===== src/rtl/irqb_pkg.sv =====
package irqb_pkg;
    localparam int OFS_MASK   = 'h00;
    localparam int OFS_PEND   = 'h04;
    localparam int OFS_IRQSRC = 'h08;
    localparam int OFS_FIQSRC = 'h0C;
    localparam int OFS_CTRL   = 'h10;
    localparam int OFS_GMASK  = 'h14;
    localparam int OFS_LVL    = 'h80;
    localparam int CFG_FIQ_BIT  = 0;
    localparam int CFG_TRIG_BIT = 1;
    localparam int CFG_PRIO_LSB = 2;
    localparam int SRC_VALID_BIT = 31;
endpackage


===== src/rtl/irqb_pend.sv =====
module irqb_pend #(
    parameter int NSRC = 32
) (
    input  logic            clk,
    input  logic            rst_n,
    input  logic [NSRC-1:0] line_i,
    input  logic [NSRC-1:0] level_i,
    input  logic [NSRC-1:0] clr_i,
    output logic [NSRC-1:0] pend_o
);
    typedef struct packed {
        logic [NSRC-1:0] prev;
        logic [NSRC-1:0] pend;
    } pend_st_t;

    pend_st_t st_d, st_q;
    logic [NSRC-1:0] rise;

    always_comb begin
        st_d      = st_q;
        st_d.prev = line_i;
        rise      = line_i & ~st_q.prev;
        for (int i = 0; i < NSRC; i++) begin
            if (level_i[i]) begin
                st_d.pend[i] = line_i[i];
            end else begin
                st_d.pend[i] = (st_q.pend[i] & ~clr_i[i]) | rise[i];
            end
        end
    end

    always_ff @(posedge clk or negedge rst_n) begin
        if (!rst_n) begin
            st_q <= '0;
        end else begin
            st_q <= st_d;
        end
    end

    assign pend_o = st_q.pend;

    AST_EDGE_SETS: assert property (@(posedge clk) disable iff (!rst_n)
        ((line_i & ~st_q.prev & ~level_i) != '0) |=>
        (!$stable(level_i) || (($past(line_i & ~st_q.prev & ~level_i) & ~pend_o) == '0)));

    AST_EDGE_STICKY: assert property (@(posedge clk) disable iff (!rst_n)
        ((pend_o & ~level_i & ~clr_i) != '0) |=>
        (!$stable(level_i) || (($past(pend_o & ~level_i & ~clr_i) & ~pend_o) == '0)));
endmodule


===== src/rtl/irqb_arb.sv =====
module irqb_arb #(
    parameter int NSRC   = 32,
    parameter int PRIO_W = 5,
    localparam int IDX_W = $clog2(NSRC)
) (
    input  logic                          clk,
    input  logic                          rst_n,
    input  logic [NSRC-1:0]               cand_i,
    input  logic [NSRC-1:0][PRIO_W-1:0]   prio_i,
    input  logic                          ack_i,
    output logic                          held_o,
    output logic [IDX_W-1:0]              idx_o
);
    typedef struct packed {
        logic             held;
        logic [IDX_W-1:0] idx;
    } arb_st_t;

    arb_st_t st_d, st_q;
    logic              found;
    logic [PRIO_W-1:0] best_p;
    logic [IDX_W-1:0]  best_i;

    always_comb begin
        found  = 1'b0;
        best_p = '0;
        best_i = '0;
        for (int i = NSRC - 1; i >= 0; i--) begin
            if (cand_i[i] && (!found || prio_i[i] <= best_p)) begin
                found  = 1'b1;
                best_p = prio_i[i];
                best_i = IDX_W'(i);
            end
        end
        st_d = st_q;
        if (st_q.held) begin
            if (ack_i) begin
                st_d.held = 1'b0;
            end
        end else if (found) begin
            st_d.held = 1'b1;
            st_d.idx  = best_i;
        end
    end

    always_ff @(posedge clk or negedge rst_n) begin
        if (!rst_n) begin
            st_q <= '0;
        end else begin
            st_q <= st_d;
        end
    end

    assign held_o = st_q.held;
    assign idx_o  = st_q.idx;

    AST_CAPTURE: assert property (@(posedge clk) disable iff (!rst_n)
        (!held_o && (cand_i != '0)) |=> held_o);

    AST_FROZEN: assert property (@(posedge clk) disable iff (!rst_n)
        (held_o && !ack_i) |=> (held_o && $stable(idx_o)));

    AST_ACK_RELEASE: assert property (@(posedge clk) disable iff (!rst_n)
        (held_o && ack_i) |=> !held_o);
endmodule


===== src/rtl/irq_bank_ctrl.sv =====
module irq_bank_ctrl
    import irqb_pkg::*;
#(
    parameter int NSRC      = 32,
    parameter int PRIO_W    = 5,
    parameter int ADDR_W    = 8,
    parameter bit BANK_ZERO = 1'b1,
    localparam int IDX_W    = $clog2(NSRC)
) (
    input  logic              clk,
    input  logic              rst_n,
    input  logic [NSRC-1:0]   irq_line_i,
    input  logic              bus_we_i,
    input  logic [ADDR_W-1:0] bus_addr_i,
    input  logic [31:0]       bus_wdata_i,
    output logic [31:0]       bus_rdata_o,
    output logic              irq_o,
    output logic              fiq_o
);
    localparam logic [ADDR_W-1:0] A_MASK   = ADDR_W'(OFS_MASK);
    localparam logic [ADDR_W-1:0] A_PEND   = ADDR_W'(OFS_PEND);
    localparam logic [ADDR_W-1:0] A_IRQSRC = ADDR_W'(OFS_IRQSRC);
    localparam logic [ADDR_W-1:0] A_FIQSRC = ADDR_W'(OFS_FIQSRC);
    localparam logic [ADDR_W-1:0] A_CTRL   = ADDR_W'(OFS_CTRL);
    localparam logic [ADDR_W-1:0] A_GMASK  = ADDR_W'(OFS_GMASK);
    localparam logic [ADDR_W-1:0] A_LVL    = ADDR_W'(OFS_LVL);
    localparam int LVL_END = OFS_LVL + 4 * NSRC;

    typedef struct packed {
        logic [NSRC-1:0]             mask;
        logic                        gmask;
        logic [NSRC-1:0]             fiq_sel;
        logic [NSRC-1:0]             lvl;
        logic [NSRC-1:0][PRIO_W-1:0] prio;
    } cfg_st_t;

    cfg_st_t cfg_d, cfg_q;

    logic [ADDR_W-1:0] lvl_off;
    logic [IDX_W-1:0]  lvl_idx;
    logic              lvl_hit;
    logic              ack_irq, ack_fiq;
    logic [NSRC-1:0]   pend, cand_irq, cand_fiq, clr;
    logic              irq_held, fiq_held;
    logic [IDX_W-1:0]  irq_idx, fiq_idx;

    always_comb begin
        lvl_off = bus_addr_i - A_LVL;
        lvl_idx = lvl_off[IDX_W+1:2];
        lvl_hit = (int'(bus_addr_i) >= OFS_LVL) && (int'(bus_addr_i) < LVL_END);
        ack_irq = bus_we_i && (bus_addr_i == A_CTRL) && bus_wdata_i[0];
        ack_fiq = bus_we_i && (bus_addr_i == A_CTRL) && bus_wdata_i[1];

        cfg_d = cfg_q;
        if (bus_we_i) begin
            if (bus_addr_i == A_MASK) begin
                cfg_d.mask = bus_wdata_i[NSRC-1:0];
            end
            if (bus_addr_i == A_GMASK) begin
                cfg_d.gmask = bus_wdata_i[0];
            end
            if (lvl_hit) begin
                cfg_d.fiq_sel[lvl_idx] = BANK_ZERO & bus_wdata_i[CFG_FIQ_BIT];
                cfg_d.lvl[lvl_idx]     = bus_wdata_i[CFG_TRIG_BIT];
                cfg_d.prio[lvl_idx]    = bus_wdata_i[CFG_PRIO_LSB +: PRIO_W];
            end
        end
    end

    always_ff @(posedge clk or negedge rst_n) begin
        if (!rst_n) begin
            cfg_q       <= '0;
            cfg_q.mask  <= '1;
            cfg_q.gmask <= 1'b1;
        end else begin
            cfg_q <= cfg_d;
        end
    end

    always_comb begin
        cand_irq = pend & ~cfg_q.mask & ~cfg_q.fiq_sel;
        cand_fiq = pend & ~cfg_q.mask & cfg_q.fiq_sel;
        clr = '0;
        if (ack_irq && irq_held) clr = clr | (NSRC'(1) << irq_idx);
        if (ack_fiq && fiq_held) clr = clr | (NSRC'(1) << fiq_idx);
    end

    irqb_pend #(.NSRC(NSRC)) u_pend (
        .clk     (clk),
        .rst_n   (rst_n),
        .line_i  (irq_line_i),
        .level_i (cfg_q.lvl),
        .clr_i   (clr),
        .pend_o  (pend)
    );

    irqb_arb #(.NSRC(NSRC), .PRIO_W(PRIO_W)) u_arb_irq (
        .clk    (clk),
        .rst_n  (rst_n),
        .cand_i (cand_irq),
        .prio_i (cfg_q.prio),
        .ack_i  (ack_irq),
        .held_o (irq_held),
        .idx_o  (irq_idx)
    );

    generate
        if (BANK_ZERO) begin : g_fiq
            irqb_arb #(.NSRC(NSRC), .PRIO_W(PRIO_W)) u_arb_fiq (
                .clk    (clk),
                .rst_n  (rst_n),
                .cand_i (cand_fiq),
                .prio_i (cfg_q.prio),
                .ack_i  (ack_fiq),
                .held_o (fiq_held),
                .idx_o  (fiq_idx)
            );
        end else begin : g_nofiq
            assign fiq_held = 1'b0;
            assign fiq_idx  = '0;
        end
    endgenerate

    assign irq_o = irq_held & ~cfg_q.gmask;
    assign fiq_o = fiq_held & ~cfg_q.gmask;

    always_comb begin
        bus_rdata_o = '0;
        if (lvl_hit) begin
            bus_rdata_o = 32'({cfg_q.prio[lvl_idx], cfg_q.lvl[lvl_idx], cfg_q.fiq_sel[lvl_idx]});
        end else begin
            case (bus_addr_i)
                A_MASK:   bus_rdata_o = 32'(cfg_q.mask);
                A_PEND:   bus_rdata_o = 32'(pend);
                A_IRQSRC: begin
                    bus_rdata_o[SRC_VALID_BIT] = irq_held;
                    bus_rdata_o[IDX_W-1:0]     = irq_idx;
                end
                A_FIQSRC: begin
                    bus_rdata_o[SRC_VALID_BIT] = fiq_held;
                    bus_rdata_o[IDX_W-1:0]     = fiq_idx;
                end
                A_GMASK:  bus_rdata_o = 32'(cfg_q.gmask);
                default:  bus_rdata_o = '0;
            endcase
        end
    end

    AST_NOFIQ_OTHER_BANK: assert property (@(posedge clk) disable iff (!rst_n)
        (!BANK_ZERO) |-> (!fiq_o && (cfg_q.fiq_sel == '0)));

    AST_MASKED_NOT_CAPTURED: assert property (@(posedge clk) disable iff (!rst_n)
        (!irq_held && (cand_irq == '0)) |=> !irq_held);
endmodule


===== config.mk =====
export PLATFORM = sky130hd
export DESIGN_NAME = irq_bank_ctrl
export DESIGN_NICKNAME = d
export VERILOG_FILES = /design/src/rtl/irqb_pkg.sv /design/src/rtl/irqb_pend.sv /design/src/rtl/irqb_arb.sv /design/src/rtl/irq_bank_ctrl.sv
export SDC_FILE = /design/constraint.sdc
export NUM_CORES = 1
export LEC_CHECK = 0
export ABC_AREA = 1
export BUFFER_PORTS_ARGS = -buffer_cell sky130_fd_sc_hd__buf_2
export CAP_MARGIN = 5
export CORE_MARGIN = 4
export CORE_UTILIZATION = 55
export DETAILED_ROUTE_END_ITERATION = 12
export GPL_TIMING_DRIVEN = 0
export PLACE_DENSITY = 0.82
export SYNTH_ARGS = -nofsm -noshare
export SYNTH_HDL_FRONTEND = slang
export SYNTH_SLANG_ARGS = --single-unit

===== constraint.sdc =====
create_clock -name clk -period 74.4 [get_ports clk]
set_input_delay 3.72 -clock clk [delete_from_list [all_inputs] [get_ports clk]]
set_output_delay 3.72 -clock clk [all_outputs]
set_load 0.005 [all_outputs]

### Yosys cells after proc, flatten, opt, wreduce, memory -nomap -nowiden

Cells that the tools add are included.

* bits in registers: 333
* bits of input ports: 75
* output and inout bits: 34
* word-level logic and storage cells: 669

* $add $sub $neg: 1
* order comparisons: 65
* equality and inequality tests: 5
* shift-type cells: 2
* multiplexer cells: 247
* bitwise gates (word level): 109
* reduce and logical (&&, ||, !) cells: 198

Operator list (number)
* two-way mux 5 bit: 128
* less-or-equal comparator 5 bit: 62
* bitwise mux 160 bit: 1
* AND 32 bit: 4
* two-way mux 1 bit: 103
* two-way mux 32 bit: 3
* NOT 32 bit: 3
* logical AND 1 bit: 68
* bitwise mux 32 bit: 2
* << shifter 1 x 5 -> 32 bit (first input constant): 2
* logical NOT 1 bit: 62
* logical OR 1 bit: 62
* one-hot mux 26 bit (2 select lines): 1
* NOT 1 bit: 35
* AND 1 bit: 34
* bitwise OR 1 bit: 32
* bitwise OR 32 bit: 1
* binary-select mux 5 bit (select 5 bit): 1
* demux 5 bit (select 5 bit): 1
* one-hot mux 5 bit (5 select lines): 1
* == test 8 x 4 -> 1 bit (second input constant): 2
* == test 8 x 5 -> 1 bit (second input constant): 2
* two-way mux 6 bit: 2
* binary-select mux 1 bit (select 5 bit): 2
* 9 further kinds: 13

### Depth between registers and ports, before layout

* depth after elaboration: 130
* depth in mapped cells: 360
* mapped depth without buffers: 336

### Hierarchy

From an unflattened synthesis, not the netlist that was laid out.

* cell total of the unflattened synthesis: 4723
* area, all modules: 30087.6 um^2

Modules (own cells, without submodules)
* irq_bank_ctrl: times used 1, cells each 1882, area each 13427.9 um^2
* irqb_arb (u_arb_irq): times used 1, cells each 1277, area each 7091.8 um^2
* irqb_arb (g_fiq.u_arb_fiq): times used 1, cells each 1276, area each 6965.4 um^2
* irqb_pend: times used 1, cells each 288, area each 2602.5 um^2

### Worst setup path before layout

No wires, ideal clock.

* kind: register to register
* start: register cfg_q[223] in the netlist's numbering
* end: register u_arb_irq.st_q, in the netlist u_arb_irq.idx_o[3]
* setup time: 0.084 ns
* arrival: 38.875 ns
* required time: 74.316 ns
* path slack: 35.441 ns
* stages on the path, launching flop included: 327
* period minus slack after synthesis: 38.959 ns
* cells stage by stage: dfrtp_1 > inv_2 > nand3_2 > inv_1 > nand2_1 > ha_1 > nand2_1 > nor2_1 > a21oi_1 > nand2_1 > nand2_1 > buf_4 > nand2_1 > o21ai_0 > ha_1 > nand2_1 > nor2_1 > nand2_1 > [291 not listed] > o221ai_1 > nand2_1 > inv_1 > nand2_1 > nand2_1 > ha_1 > inv_1 > o21bai_1 > a21oi_1 > nor2_1 > o22ai_1 > a21oi_1 > nand2_1 > inv_1 > nand2_1 > inv_1 > nand2_2 > o22ai_1

* cells in the longest elaborated chain, start to end: 128

Ends and longest elaborated chain
* start, declared: line irq_bank_ctrl.sv:37 `cfg_st_t cfg_d, cfg_q;`
* start signal, assigned: line irq_bank_ctrl.sv:76 `cfg_q <= cfg_d;`
* NOT 32 bit *: line irq_bank_ctrl.sv:81 `cand_irq = pend & ~cfg_q.mask & ~cfg_q.fiq_sel;`
* AND 32 bit *: line irq_bank_ctrl.sv:81
* two-way mux 5 bit or two-way mux 1 bit (tied branches): line irqb_arb.sv:29 `if (cand_i[i] && (!found || prio_i[i] <= best_p)) begin`
* less-or-equal comparator 5 bit or logical NOT 1 bit (tied branches): line irqb_arb.sv:29
* logical OR 1 bit: line irqb_arb.sv:29
* logical AND 1 bit: line irqb_arb.sv:29
* two-way mux 5 bit or two-way mux 1 bit (tied branches): line irqb_arb.sv:29
* less-or-equal comparator 5 bit or logical NOT 1 bit (tied branches): line irqb_arb.sv:29
* [112 not listed]
* logical OR 1 bit: line irqb_arb.sv:29
* logical AND 1 bit: line irqb_arb.sv:29
* two-way mux 5 bit or two-way mux 1 bit (tied branches): line irqb_arb.sv:29
* less-or-equal comparator 5 bit or logical NOT 1 bit (tied branches): line irqb_arb.sv:29
* logical OR 1 bit: line irqb_arb.sv:29
* logical AND 1 bit: line irqb_arb.sv:29
* two-way mux 1 bit: line irqb_arb.sv:29
* AND reduction 2 bit (no source line)
* end signal, assigned: line irqb_arb.sv:50 `st_q <= st_d;`
* end, declared: line irqb_arb.sv:19 `arb_st_t st_d, st_q;`

Every way passes the cells marked *; elsewhere a longest branch is shown, timed or not.
A chain may end at the register's enable or synchronous reset.

### Worst setup path after layout

* start: register cfg_q[223] in the netlist's numbering
* end: register u_arb_irq.st_q, in the netlist u_arb_irq.idx_o[4]

The elaborated chain is that of the path after synthesis.

==> run metrics <==
outcome=finished, final reports clean; iteration count of the initial detailed-routing pass=6; core footprint=51600 um2; Main synth FF type=dfrtp_1; EDFF count, synth=0; pins over their slew limit=0; # resized after CTS=0; GRT Resource Usage Total=38.1%; share of cells above drive strength 1=10.6%; initial core utilization=55.9%; Crit. End Element=register; Top-Level Pins=109; Yosys top cell by area=dfrtp_1; Max Cap Viol=0; max incr delay on CP=410 ps; Area Growth Syn to Fin=10.1%; Crit path top cell by count=nand2_1; Mapped Area=28800 um2; worst-skew pair later-pin latency=580 ps; Synth area leaders=dfrtp_1 26%, nand2_1 14%, ha_1 11%; Post-CTS Setup Inserts=0; placer's final routability congestion estimate=1.07; delay-heaviest family, CP=simple AND/OR/NAND/NOR gates; total clock sinks=333; Critical Path AT=47130 ps; Yosys cell types=49; syn nets=4503; height of the die=237 um; flip-flop and latch count after synthesis=333; clk buf depth=3; cts hold-fix bufs=0; Slew @ Worst Pin=1330 ps; H-Tree Depth=2; first-pass GRT wire length=167 mm; RSZ-0062 raised after global routing=false; Slowest-stage cell, CP=dfrtp_1; vias in the first global route=28212; Routed Antenna Nets=0; CTS buffer count=40; Via density=6.11; worst min-delay path class=register to register; CTS tree=built; Nets=4659; syn avg cell area=6.92 um2; total of warnings raised by yosys=0; # diodes=0; Buffers & Inverters on Critical Path=76; fin crit share=62.7%; Buffers on Ports=108; r2r startpoint=cfg_q[223]; Rel. slew slack=11.3%; highest net fanout along the worst path=10; clk root buf=clkbuf_16; Async S/R FF share, synth=100%; post-DP HPWL=84.9 mm; via count=30756; full die area=56200 um2; final setup fails=0; startpoint types=register; largest net degree at the start of global routing=122; Routed WL per cell=22.0 um; Worst Skew=16.7 ps; clock-pin slew on the worst setup and hold paths=60 ps; minimum clock period=46650 ps; Setup Total Neg Slack=0 ps; initial antenna violation count=0; Worst Path Required=74890 ps; Post-Route WL=111 mm; total gr overflow=0; share of the synthesized area in the top cell type=26.0%; worst hold slack=489 ps; initial DRC count=4120; hold wc startpoint=cfg_q[85]; Worst Setup Path Type=register to register; Max Fclk=21.4 MHz; Hold Fails Final Rpt=0; DRC=0; num rows=83; die width=237 um; Syn Inst Count=4166; sequential share of the synthesized area=29.0%; crit path launch=cfg_q[223]
## per-layer routing
| layer | vias to the layer above | share of wire, % | global-route usage (%) |
|---|---|---|---|
| li1 | 14338 | - | - |
| met1 | 14209 | 40 | 51.8 |
| met2 | 1860 | 41 | 55.4 |
| met3 | 349 | 12 | 9.45 |
| met4 | 0 | 6.5 | 21.0 |
| met5 | - | 0 | 0 |
## sequential cells by signal, summed over array words and instances (netlist names)
register                count
u_pend.pend_o              32
u_arb_irq.held_o            1
g_fiq.u_arb_fiq.idx_o       5
u_pend.st_q                32
cfg_q                     257
g_fiq.u_arb_fiq.held_o      1
u_arb_irq.idx_o             5
## cell type report
type                       count  area, um2
tap                          680        851
clock inverter                21        300
multi-input combinational   3127      17200
buffer                       174       1280
timing repair buffer         114        671
clock buffer                  52       1090
sequential                   333       8370
fill                        4754      19900
inverter                     532       2000
## layout by cell type (no fill, tap or decap), drive strengths merged, types with 18 or more instances in the layout
cell	synthesis	routed
buf	65	179
nand3	402	402
dfrtp	300	300
nand2	1164	1164
clkinv	12	18
nor2	257	257
clkbuf	103	155
ha	262	262
a22oi	68	68
nand4	56	56
o221ai	43	43
o22ai	56	56
a221oi	44	44
dfstp	33	33
a21oi	58	58
o21ai	577	577
nor3	68	68
inv	520	527
## synthesized netlist by cell type, drive strengths merged, types with 10 or more instances
master / n
and3: 17
nor2: 257
dfstp: 33
dfrtp: 300
a221oi: 44
a22oi: 68
and2: 10
nand4: 56
nand3: 402
clkbuf: 103
nand2: 1164
ha: 262
a21oi: 58
nor3: 68
clkinv: 12
inv: 520
o21ai: 577
o22ai: 56
mux2: 12
buf: 65
o221ai: 43
## cell families after synthesis
logic type / count (synthesis) / share of synthesized area [%]
DFF: 333 / 29.0
buffers and inverters: 706 / 11.4
adders and majority gates: 262 / 11.4
AOI/OAI and AO/OA: 873 / 17.5
muxes: 12 / 0.469
and+or+nand+nor: 1980 / 30.2
## final timing paths
check / endpoint / cells past startpoint / slack [ps]
min reg2reg: cfg_q[85] / 2 / 490
max reg2reg: u_arb_irq.idx_o[4] / 327 / 27750
min: cfg_q[85] / 2 / 490
max in group asynchronous: cfg_q[53] / 4 / 69690
max: u_arb_irq.idx_o[4] / 327 / 27750
min in group asynchronous: cfg_q[131] / 1 / 2910
## metrics by stage
step / instances / instance area, um2 / util, % / setup WS [ps]
floorplan: 4166 / 28800 / - / 35440
finish: 5033 / 31700 / 61.5 / 27750
CTS: 5032 / 31700 / 61.5 / 28210
global placement: 4954 / 30200 / 58.6 / 28970
detailed placement: 4959 / 30300 / 58.8 / 28370
global route: 5033 / 31700 / 61.5 / 22960
## tightest hold or removal path: stages, from the launching register on
cell	delay, ps
dfrtp_1	350
nand2_1	50
o21ai_0	60
Power is left out: the tool's default activity adds up to more than one toggle a clock period on the data nets, which glitch-free logic cannot reach.
